`src/rtl/uart_irq_pkg.sv`:
```
package uart_irq_pkg;

    localparam int CODE_W = 6;
    localparam int NSRC   = 7;
    localparam int SRC_IW = $clog2(NSRC);
    localparam int NLATCH = 8;

    typedef logic [CODE_W-1:0] code_t;
    typedef logic [SRC_IW-1:0] src_idx_t;

    // Rank order: lower index wins
    localparam int S_LINE  = 0;
    localparam int S_RXTO  = 1;
    localparam int S_RXDAT = 2;
    localparam int S_TXRDY = 3;
    localparam int S_MODEM = 4;
    localparam int S_FLOW  = 5;
    localparam int S_PIN   = 6;

    // Latch slots: flow source is split by cause
    localparam int L_LINE  = 0;
    localparam int L_RXTO  = 1;
    localparam int L_RXDAT = 2;
    localparam int L_TXRDY = 3;
    localparam int L_MODEM = 4;
    localparam int L_XOFF  = 5;
    localparam int L_SPEC  = 6;
    localparam int L_PIN   = 7;

    localparam code_t CODE_IDLE  = 6'b000001;
    localparam code_t CODE_LINE  = 6'b000110;
    localparam code_t CODE_RXTO  = 6'b001100;
    localparam code_t CODE_RXDAT = 6'b000100;
    localparam code_t CODE_TXRDY = 6'b000010;
    localparam code_t CODE_MODEM = 6'b000000;
    localparam code_t CODE_FLOW  = 6'b010000;
    localparam code_t CODE_PIN   = 6'b100000;

    typedef struct packed {
        logic ident;
        logic line_stat;
        logic rx_hold;
        logic modem_stat;
        logic tx_wr;
    } access_t;

    typedef struct packed {
        logic line_err;
        logic rx_timeout;
        logic rx_data;
        logic tx_ready;
        logic modem;
        logic xoff;
        logic xon;
        logic special;
    } event_t;

    function automatic code_t code_of(input src_idx_t idx);
        code_t c;
        case (idx)
            3'd0:    c = CODE_LINE;
            3'd1:    c = CODE_RXTO;
            3'd2:    c = CODE_RXDAT;
            3'd3:    c = CODE_TXRDY;
            3'd4:    c = CODE_MODEM;
            3'd5:    c = CODE_FLOW;
            3'd6:    c = CODE_PIN;
            default: c = CODE_IDLE;
        endcase
        return c;
    endfunction

endpackage

```
`src/rtl/irq_pend_latch.sv`:
```
module irq_pend_latch #(
    parameter int N = 8
) (
    input  logic         clk,
    input  logic         rst,
    input  logic [N-1:0] set_i,
    input  logic [N-1:0] clr_i,
    output logic [N-1:0] pend_o
);
    for (genvar g = 0; g < N; g++) begin : g_bit
        always_ff @(posedge clk) begin
            if (rst)
                pend_o[g] <= 1'b0;
            else if (set_i[g])
                pend_o[g] <= 1'b1;
            else if (clr_i[g])
                pend_o[g] <= 1'b0;
        end
    end
endmodule

```
`src/rtl/irq_prio_sel.sv`:
```
module irq_prio_sel #(
    parameter int N  = 7,
    localparam int IW = $clog2(N)
) (
    input  logic [N-1:0]  req_i,
    output logic [N-1:0]  grant_o,
    output logic          found_o,
    output logic [IW-1:0] idx_o
);
    always_comb begin
        grant_o = '0;
        found_o = 1'b0;
        idx_o   = '0;
        for (int i = N - 1; i >= 0; i--) begin
            if (req_i[i]) begin
                grant_o = '0;
                grant_o[i] = 1'b1;
                found_o = 1'b1;
                idx_o   = IW'(i);
            end
        end
    end
endmodule

```
`src/rtl/pin_rise_det.sv`:
```
module pin_rise_det #(
    parameter int NPIN = 2
) (
    input  logic            clk,
    input  logic            rst,
    input  logic [NPIN-1:0] pin_i,
    output logic            rise_o
);
    logic [NPIN-1:0] prev_q;
    logic [NPIN-1:0] rise_v;

    always_ff @(posedge clk) begin
        prev_q <= pin_i;
    end

    for (genvar g = 0; g < NPIN; g++) begin : g_pin
        assign rise_v[g] = pin_i[g] & ~prev_q[g];
    end

    assign rise_o = (|rise_v) & ~rst;
endmodule

```
`src/rtl/uart_irq_ident.sv`:
```
module uart_irq_ident
    import uart_irq_pkg::*;
(
    input  logic       clk,
    input  logic       rst,
    input  logic [3:0] ier_en,
    input  logic       ev_line_err,
    input  logic       ev_rx_timeout,
    input  logic       ev_rx_data,
    input  logic       ev_tx_ready,
    input  logic       ev_modem,
    input  logic       ev_xoff_match,
    input  logic       ev_xon_match,
    input  logic       ev_special_match,
    input  logic       rts_n_pin,
    input  logic       cts_n_pin,
    input  logic       rd_ident,
    input  logic       rd_line_stat,
    input  logic       rd_rx_hold,
    input  logic       rd_modem_stat,
    input  logic       wr_tx_hold,
    output logic       irq,
    output logic [5:0] ident_code
);
    event_t  ev;
    access_t acc;

    assign ev  = '{line_err: ev_line_err, rx_timeout: ev_rx_timeout,
                   rx_data: ev_rx_data, tx_ready: ev_tx_ready,
                   modem: ev_modem, xoff: ev_xoff_match,
                   xon: ev_xon_match, special: ev_special_match};
    assign acc = '{ident: rd_ident, line_stat: rd_line_stat,
                   rx_hold: rd_rx_hold, modem_stat: rd_modem_stat,
                   tx_wr: wr_tx_hold};

    logic              pin_rise;
    logic [NLATCH-1:0] lset;
    logic [NLATCH-1:0] lclr;
    logic [NLATCH-1:0] lpend;
    logic [NSRC-1:0]   src_pend;
    logic [NSRC-1:0]   src_mask;
    logic [NSRC-1:0]   grant;
    logic              found;
    src_idx_t          win_idx;
    logic              int_mode;

    pin_rise_det #(.NPIN(2)) u_pins (
        .clk    (clk),
        .rst    (rst),
        .pin_i  ({cts_n_pin, rts_n_pin}),
        .rise_o (pin_rise)
    );

    always_comb begin
        lset          = '0;
        lset[L_LINE]  = ev.line_err;
        lset[L_RXTO]  = ev.rx_timeout;
        lset[L_RXDAT] = ev.rx_data;
        lset[L_TXRDY] = ev.tx_ready;
        lset[L_MODEM] = ev.modem;
        lset[L_XOFF]  = ev.xoff;
        lset[L_SPEC]  = ev.special;
        lset[L_PIN]   = pin_rise;
    end

    // Identification-read clears act on the source granted this cycle
    always_comb begin
        lclr          = '0;
        lclr[L_LINE]  = acc.line_stat;
        lclr[L_RXTO]  = acc.rx_hold;
        lclr[L_RXDAT] = acc.rx_hold;
        lclr[L_TXRDY] = acc.tx_wr | (acc.ident & grant[S_TXRDY]);
        lclr[L_MODEM] = acc.modem_stat;
        lclr[L_XOFF]  = ev.xon;
        lclr[L_SPEC]  = acc.ident & grant[S_FLOW];
        lclr[L_PIN]   = acc.ident & grant[S_PIN];
    end

    irq_pend_latch #(.N(NLATCH)) u_latch (
        .clk    (clk),
        .rst    (rst),
        .set_i  (lset),
        .clr_i  (lclr),
        .pend_o (lpend)
    );

    assign int_mode = |ier_en;

    always_comb begin
        src_pend          = '0;
        src_pend[S_LINE]  = lpend[L_LINE];
        src_pend[S_RXTO]  = lpend[L_RXTO];
        src_pend[S_RXDAT] = lpend[L_RXDAT];
        src_pend[S_TXRDY] = lpend[L_TXRDY];
        src_pend[S_MODEM] = lpend[L_MODEM];
        src_pend[S_FLOW]  = lpend[L_XOFF] | lpend[L_SPEC];
        src_pend[S_PIN]   = lpend[L_PIN];

        src_mask          = '0;
        src_mask[S_LINE]  = ier_en[2];
        src_mask[S_RXTO]  = ier_en[0];
        src_mask[S_RXDAT] = ier_en[0];
        src_mask[S_TXRDY] = ier_en[1];
        src_mask[S_MODEM] = ier_en[3];
        src_mask[S_FLOW]  = int_mode;
        src_mask[S_PIN]   = int_mode;
    end

    irq_prio_sel #(.N(NSRC)) u_sel (
        .req_i   (src_pend & src_mask),
        .grant_o (grant),
        .found_o (found),
        .idx_o   (win_idx)
    );

    assign ident_code = found ? code_of(win_idx) : CODE_IDLE;
    assign irq        = found;

endmodule

```
`config.mk`:
```
export PLATFORM = sky130hd
export DESIGN_NAME = uart_irq_ident
export DESIGN_NICKNAME = d
export VERILOG_FILES = /design/src/rtl/uart_irq_pkg.sv /design/src/rtl/irq_pend_latch.sv /design/src/rtl/irq_prio_sel.sv /design/src/rtl/pin_rise_det.sv /design/src/rtl/uart_irq_ident.sv
export SDC_FILE = /design/constraint.sdc
export NUM_CORES = 1
export LEC_CHECK = 0
export ABC_CLOCK_PERIOD_IN_PS = 1400
export BUFFER_PORTS_ARGS = -buffer_cell sky130_fd_sc_hd__buf_2
export CORE_AREA = 3 3 40 42
export DETAILED_ROUTE_END_ITERATION = 8
export DIE_AREA = 0 0 43 45
export PLACE_DENSITY = 0.69
export SYNTH_ARGS = -nofsm -noshare
export SYNTH_HDL_FRONTEND = slang
export SYNTH_SLANG_ARGS = --single-unit
```
`constraint.sdc`:
```
create_clock -name clk -period 1.4 [get_ports clk]
set_input_delay 0.07 -clock clk [delete_from_list [all_inputs] [get_ports clk]]
set_output_delay 0.07 -clock clk [all_outputs]
set_load 0.005 [all_outputs]
```
# After elaboration in Yosys (flattened, before gate mapping)
# Index checks and enable logic that the tools add are counted.
# W data, S select, Z words.
# word_totals
register_bits,10
n_memories,0
word_cells,76
out_inout_bits,7
rom_bits,0
ramBits,0
latchBits,0
in_bits,21
# classes
add_sub_neg,0
order_cmp,0
mux,38
div_mod_pow,0
eq_ne,6
bitwise_logic,12
n_reduce_logical,11
n_shift,0
multipliers,0
# op_table
cell,count
$mux W7,7
$pmux W6 S7,1
$mux W1,22
$mux W3,7
$reduce_bool A2 Y1,8
$eq A3 B3 Y1 const B,3
$and A7 B7 Y7,1
$and A1 B1 Y1,6
$eq A3 B2 Y1 const B,2
$mux W6,1
$reduce_or A4 Y1,1
$eq A3 B1 Y1 const B,1
$logic_not A3 Y1,1
$not A1 Y1,3
$or A1 B1 Y1,2
$reduce_or A2 Y1,1

# Logic depth before layout (Yosys ltp)
# depth
ltp_word,13
depth_mapped,5

# Modules after synthesis
# A second synthesis with hierarchy kept.
# unflattened
hier_cells,81
area_unflattened_um2,700.7
# by_module_without_submodules
module,cells_each,seq_area_each_um2,n_inst,area_each_um2
irq_pend_latch,33,160.2,1,381.6
uart_irq_ident,23,0.0,1,137.6
irq_prio_sel,20,0.0,1,120.1
pin_rise_det,5,40.0,1,61.3

# Least setup slack after synthesis
# OpenSTA, ideal clock, no wires.
# synth_path
path_type,input to output
startpoint,input port ier_en[3]
endpoint,output port ident_code[3]
path_buffers,0
path_slack_ns,0.242
stages,5
t_required_ns,1.330
arrival_time_ns,1.088
cell_sequence,or4_4 nand4_2 a31o_4 nand2_1 a21oi_1
# synth_between
elab_chain_len,12
word_cells_on_any_way,25
classes_between,eq/ne: 6; mux: 16; bitwise: 1; reduce/logical: 2
# synth_rtl
element,line_no,text
start: declaration,uart_irq_ident.sv:6,"input logic [3:0] ier_en,"
$reduce_or A4 Y1,uart_irq_ident.sv:87,assign int_mode = |ier_en;
$and A7 B7 Y7 *,uart_irq_ident.sv:110,".req_i (src_pend & src_mask),"
$mux W3 (7 in a row),irq_prio_sel.sv:15,if (req_i[i]) begin
$eq A3 B3 Y1 (tied with other cells),uart_irq_pkg.sv:60,case (idx)
$pmux W6 S7,uart_irq_pkg.sv:60,
$mux W6 *,uart_irq_ident.sv:116,assign ident_code = found ? code_of(win_idx) : CODE_IDLE;
end: declaration,uart_irq_ident.sv:23,output logic [5:0] ident_code
# Mark *: on every way between the ends. The rest lies on a longest branch, timed or not.

# Final worst setup path
# layout_path
startpoint,register u_latch.pend_o[6]
endpoint,output port ident_code[1]
# layout_between
elab_chain_len,11
word_cells_on_any_way,23
classes_between,eq/ne: 6; mux: 14; bitwise: 2; reduce/logical: 1
# layout_rtl
element,line_no,text
start: declaration,irq_pend_latch.sv:8,output logic [N-1:0] pend_o
start signal: indexed assignment,irq_pend_latch.sv:13,pend_o[g] <= 1'b0;
start signal: indexed assignment,irq_pend_latch.sv:15,pend_o[g] <= 1'b1;
start signal: indexed assignment,irq_pend_latch.sv:17,pend_o[g] <= 1'b0;
$or A1 B1 Y1 *,uart_irq_ident.sv:96,src_pend[S_FLOW] = lpend[L_XOFF] | lpend[L_SPEC];
$and A7 B7 Y7 *,uart_irq_ident.sv:110,
$mux W3 (6 in a row),irq_prio_sel.sv:15,
$eq A3 B3 Y1 (tied with other cells),uart_irq_pkg.sv:60,
$pmux W6 S7,uart_irq_pkg.sv:60,
$mux W6 *,uart_irq_ident.sv:116,
# Marked as above.

==> impl_metrics.json <==
{
  "finalCritPeriodShare": 1.03,
  "fin_crit_ns": 1.44,
  "grt_pass1_wl_um": 2070,
  "grtUsageTotal": 0.142,
  "cp_data_required_time_ns": 1.33,
  "endpoint_kind": "primary output",
  "powerDensity_nw_per_um2": 985,
  "failed_checks": "setup timing",
  "drt_iter0_drc": 9,
  "cts_tree": "yes",
  "crit_buf_inv": 1,
  "peakVddDrop_mv": 0.499,
  "r2r_slack_ns": 0.23,
  "remaining_drc_errors": 0,
  "htreeDepth": 1,
  "cts_buffers": 3,
  "dpl_cell_area_um2": 643,
  "fmax_mhz": 697,
  "grt_pass1_vias": 511,
  "fin_tns_setup_ns": -0.0619,
  "min_from": "ev_rx_timeout",
  "finalSetupViolations": 2,
  "reg2reg_from": "u_latch.pend_o[2]",
  "synth.area.top_cells": "dfxtp_1, nor2_1, a21oi_1, inv_1, nand2_1",
  "routed_wl_um": 1190,
  "grt_max_degree": 9,
  "yosysTopAreaCell": "dfxtp_1",
  "worstMarginPinSlew_ns": 0.277,
  "ant_nets": 0,
  "avgViaCountPerCell": 4.81,
  "antenna_cells": 0,
  "cpLargestDelayFamily": "flip-flops",
  "ys_dominant_reg_cell": "dfxtp_1",
  "rsz0062_at_grt": "true",
  "yosysMostFrequentCell": "nor2_1",
  "final_core_util": 0.599,
  "drive_above_1_share": 0.431,
  "placed_cells": 107,
  "maxCapViolCount": 0,
  "ys_warn_count": 0,
  "clk_pin_slew_ns": 0.07,
  "synth_top_area_frac": 0.406,
  "die_area_um2": 1940,
  "power.total_uw": 758,
  "ys_top_cells_by_count": "nor2_1, dfxtp_1, inv_1, nand2_1, a21oi_1",
  "p_leak_uw": 0.000397,
  "fin_area_um2": 769,
  "clockBufferDepth": 2,
  "worst_clock_skew_ns": 0.00233,
  "rr_endpoint": "u_latch.pend_o[7]",
  "synth_cell_types": 20,
  "yosysSeqAreaShare": 0.406,
  "io_pins": 28,
  "maxSlewHeadroom": 0.814,
  "clkSinkCount": 10,
  "cts_root_buf": "clkbuf_4",
  "hold_end": "u_latch.pend_o[1]",
  "min_path_cells": 3,
  "synth-edff-count": 0,
  "dieWidth_um": 43,
  "crit_chain": "nor2_4 > nand4_2 > a31o_4 > xnor2_1 > nor2_1 > buf_2",
  "die_h_um": 45,
  "crit_slowest_cell": "dfxtp_4",
  "grt_overflow_total": 0,
  "cpPeakStageDelay_ns": 0.36,
  "vias": 563,
  "placementRows": 13,
  "grt_antenna_before_repair": 0,
  "syn_inst": 66,
  "io_buffer_count": 27,
  "cp-start-kind": "register",
  "core-area_um2": 1280,
  "netlist_area_um2": 493,
  "worst-setup-path-type": "register to primary output",
  "fin_ws_ns": -0.0352,
  "cp_max_fo": 4,
  "syn_to_final_growth_pct": 56.1,
  "rr_worst_depth": 5,
  "nNetsFinal": 124,
  "ys_ff_latch": 10,
  "final_max_slew_viol_count": 0,
  "dr.pass1.iters": 4,
  "async_reset_ff_frac": 0,
  "hold_class": "input pin to register",
  "outcome": "finished, violations left",
  "synth_nets": 87,
  "stdcell_count": 117,
  "crit_cells": 6,
  "crit_arrival_ns": 1.37,
  "gp_congestion": 0.778,
  "clock_latency_ns": 0.27,
  "synth.avg_cell_area_um2": 7.47,
  "start_util": 0.384,
  "wl_per_cell_um": 10.1,
  "dp_hpwl_um": 900,
  "hold_viol": 0
}
-- worst min-delay path, cell delays in order --
cell and delay, ns:
buf_2 0.08, a21oi_1 0.03, nor2_1 0.06
-- layer usage --
metal  wire (um)  part of all wire  track usage  up-vias
li1            -                 -            -      300
met1         512              0.43        0.174      248
met2         605              0.51        0.231       13
met3          53             0.045       0.0359        2
met4          14             0.012       0.0723        0
met5           0                 0            0        -
-- registers in the layout, indices dropped and copies added, names as in the netlist --
signal,count
u_pins.prev_q,2
u_latch.pend_o,8
-- stage by stage --
stage,worst slack [ns],hold slack [ns]
2_1_floorplan,0.242,0.0977
3_3_place_gp,0.0187,0.188
3_5_place_dp,0.0124,0.189
4_1_cts,-0.0627,0.000429
5_1_grt,-0.181,0.00971
6_report,-0.0352,0.00395
-- final cells by class --
class,instances,area (um2)
Timing Repair Buffer,33,193
Sequential cell,10,206
Fill cell,118,515
Tap cell,15,18.8
Multi-Input combinational cell,46,282
Clock buffer,4,36.3
Inverter,9,33.8
-- worst max-delay path by stage --
stage,from,end,slack (ns)
finish,u_latch.pend_o[6],ident_code[1],-0.04
global route,u_latch.pend_o[4],ident_code[3],-0.18
CTS,u_latch.pend_o[6],ident_code[1],-0.06
detailed placement,ier_en[3],ident_code[3],0.01
global placement,ier_en[3],ident_code[3],0.02
floorplan,ier_en[3],ident_code[3],0.24
-- logic make-up (layout without fill, tap and decap cells) --
kind of cell / Yosys count / count (layout) / share of synthesized area
flip-flops: 10 / 10 / 0.406
buffers and inverters: 10 / 46 / 0.0761
AND/OR/NAND/NOR: 30 / 30 / 0.297
AO/OA/AOI/OAI: 15 / 15 / 0.203
XOR/XNOR: 1 / 1 / 0.0178
-- cell usage in the layout (no fill, tap or decap), types with 2 or more instances in the layout --
master,instances
nor2_1,11
inv_1,9
clkbuf_4,3
nand2_1,7
dfxtp_2,2
a21oi_1,7
nand4_1,2
a31oi_1,2
dfxtp_1,7
dlygate4sd3_1,5
buf_2,27
-- report_power, final --
part / leakage (uW) / internal [uW] / switching [uW]
registers: 0.0000848 / 304 / 17.1
clock network: 0.0000210 / 158 / 102
logic: 0.000292 / 97.1 / 79.3
total: 0.000397 / 559 / 199
-- timing repair --
| action | CTS | global route |
|---|---|---|
| hold endpoints to repair | 4 | 1 |
| cloned | 0 | 0 |
| resized for setup | 8 | 5 |
| pin swaps | 8 | 2 |
| setup endpoints to repair | 6 | 6 |
| hold buffers | 4 | 1 |
| setup buffers | 1 | 0 |
Power figures use the tool's default switching activity.
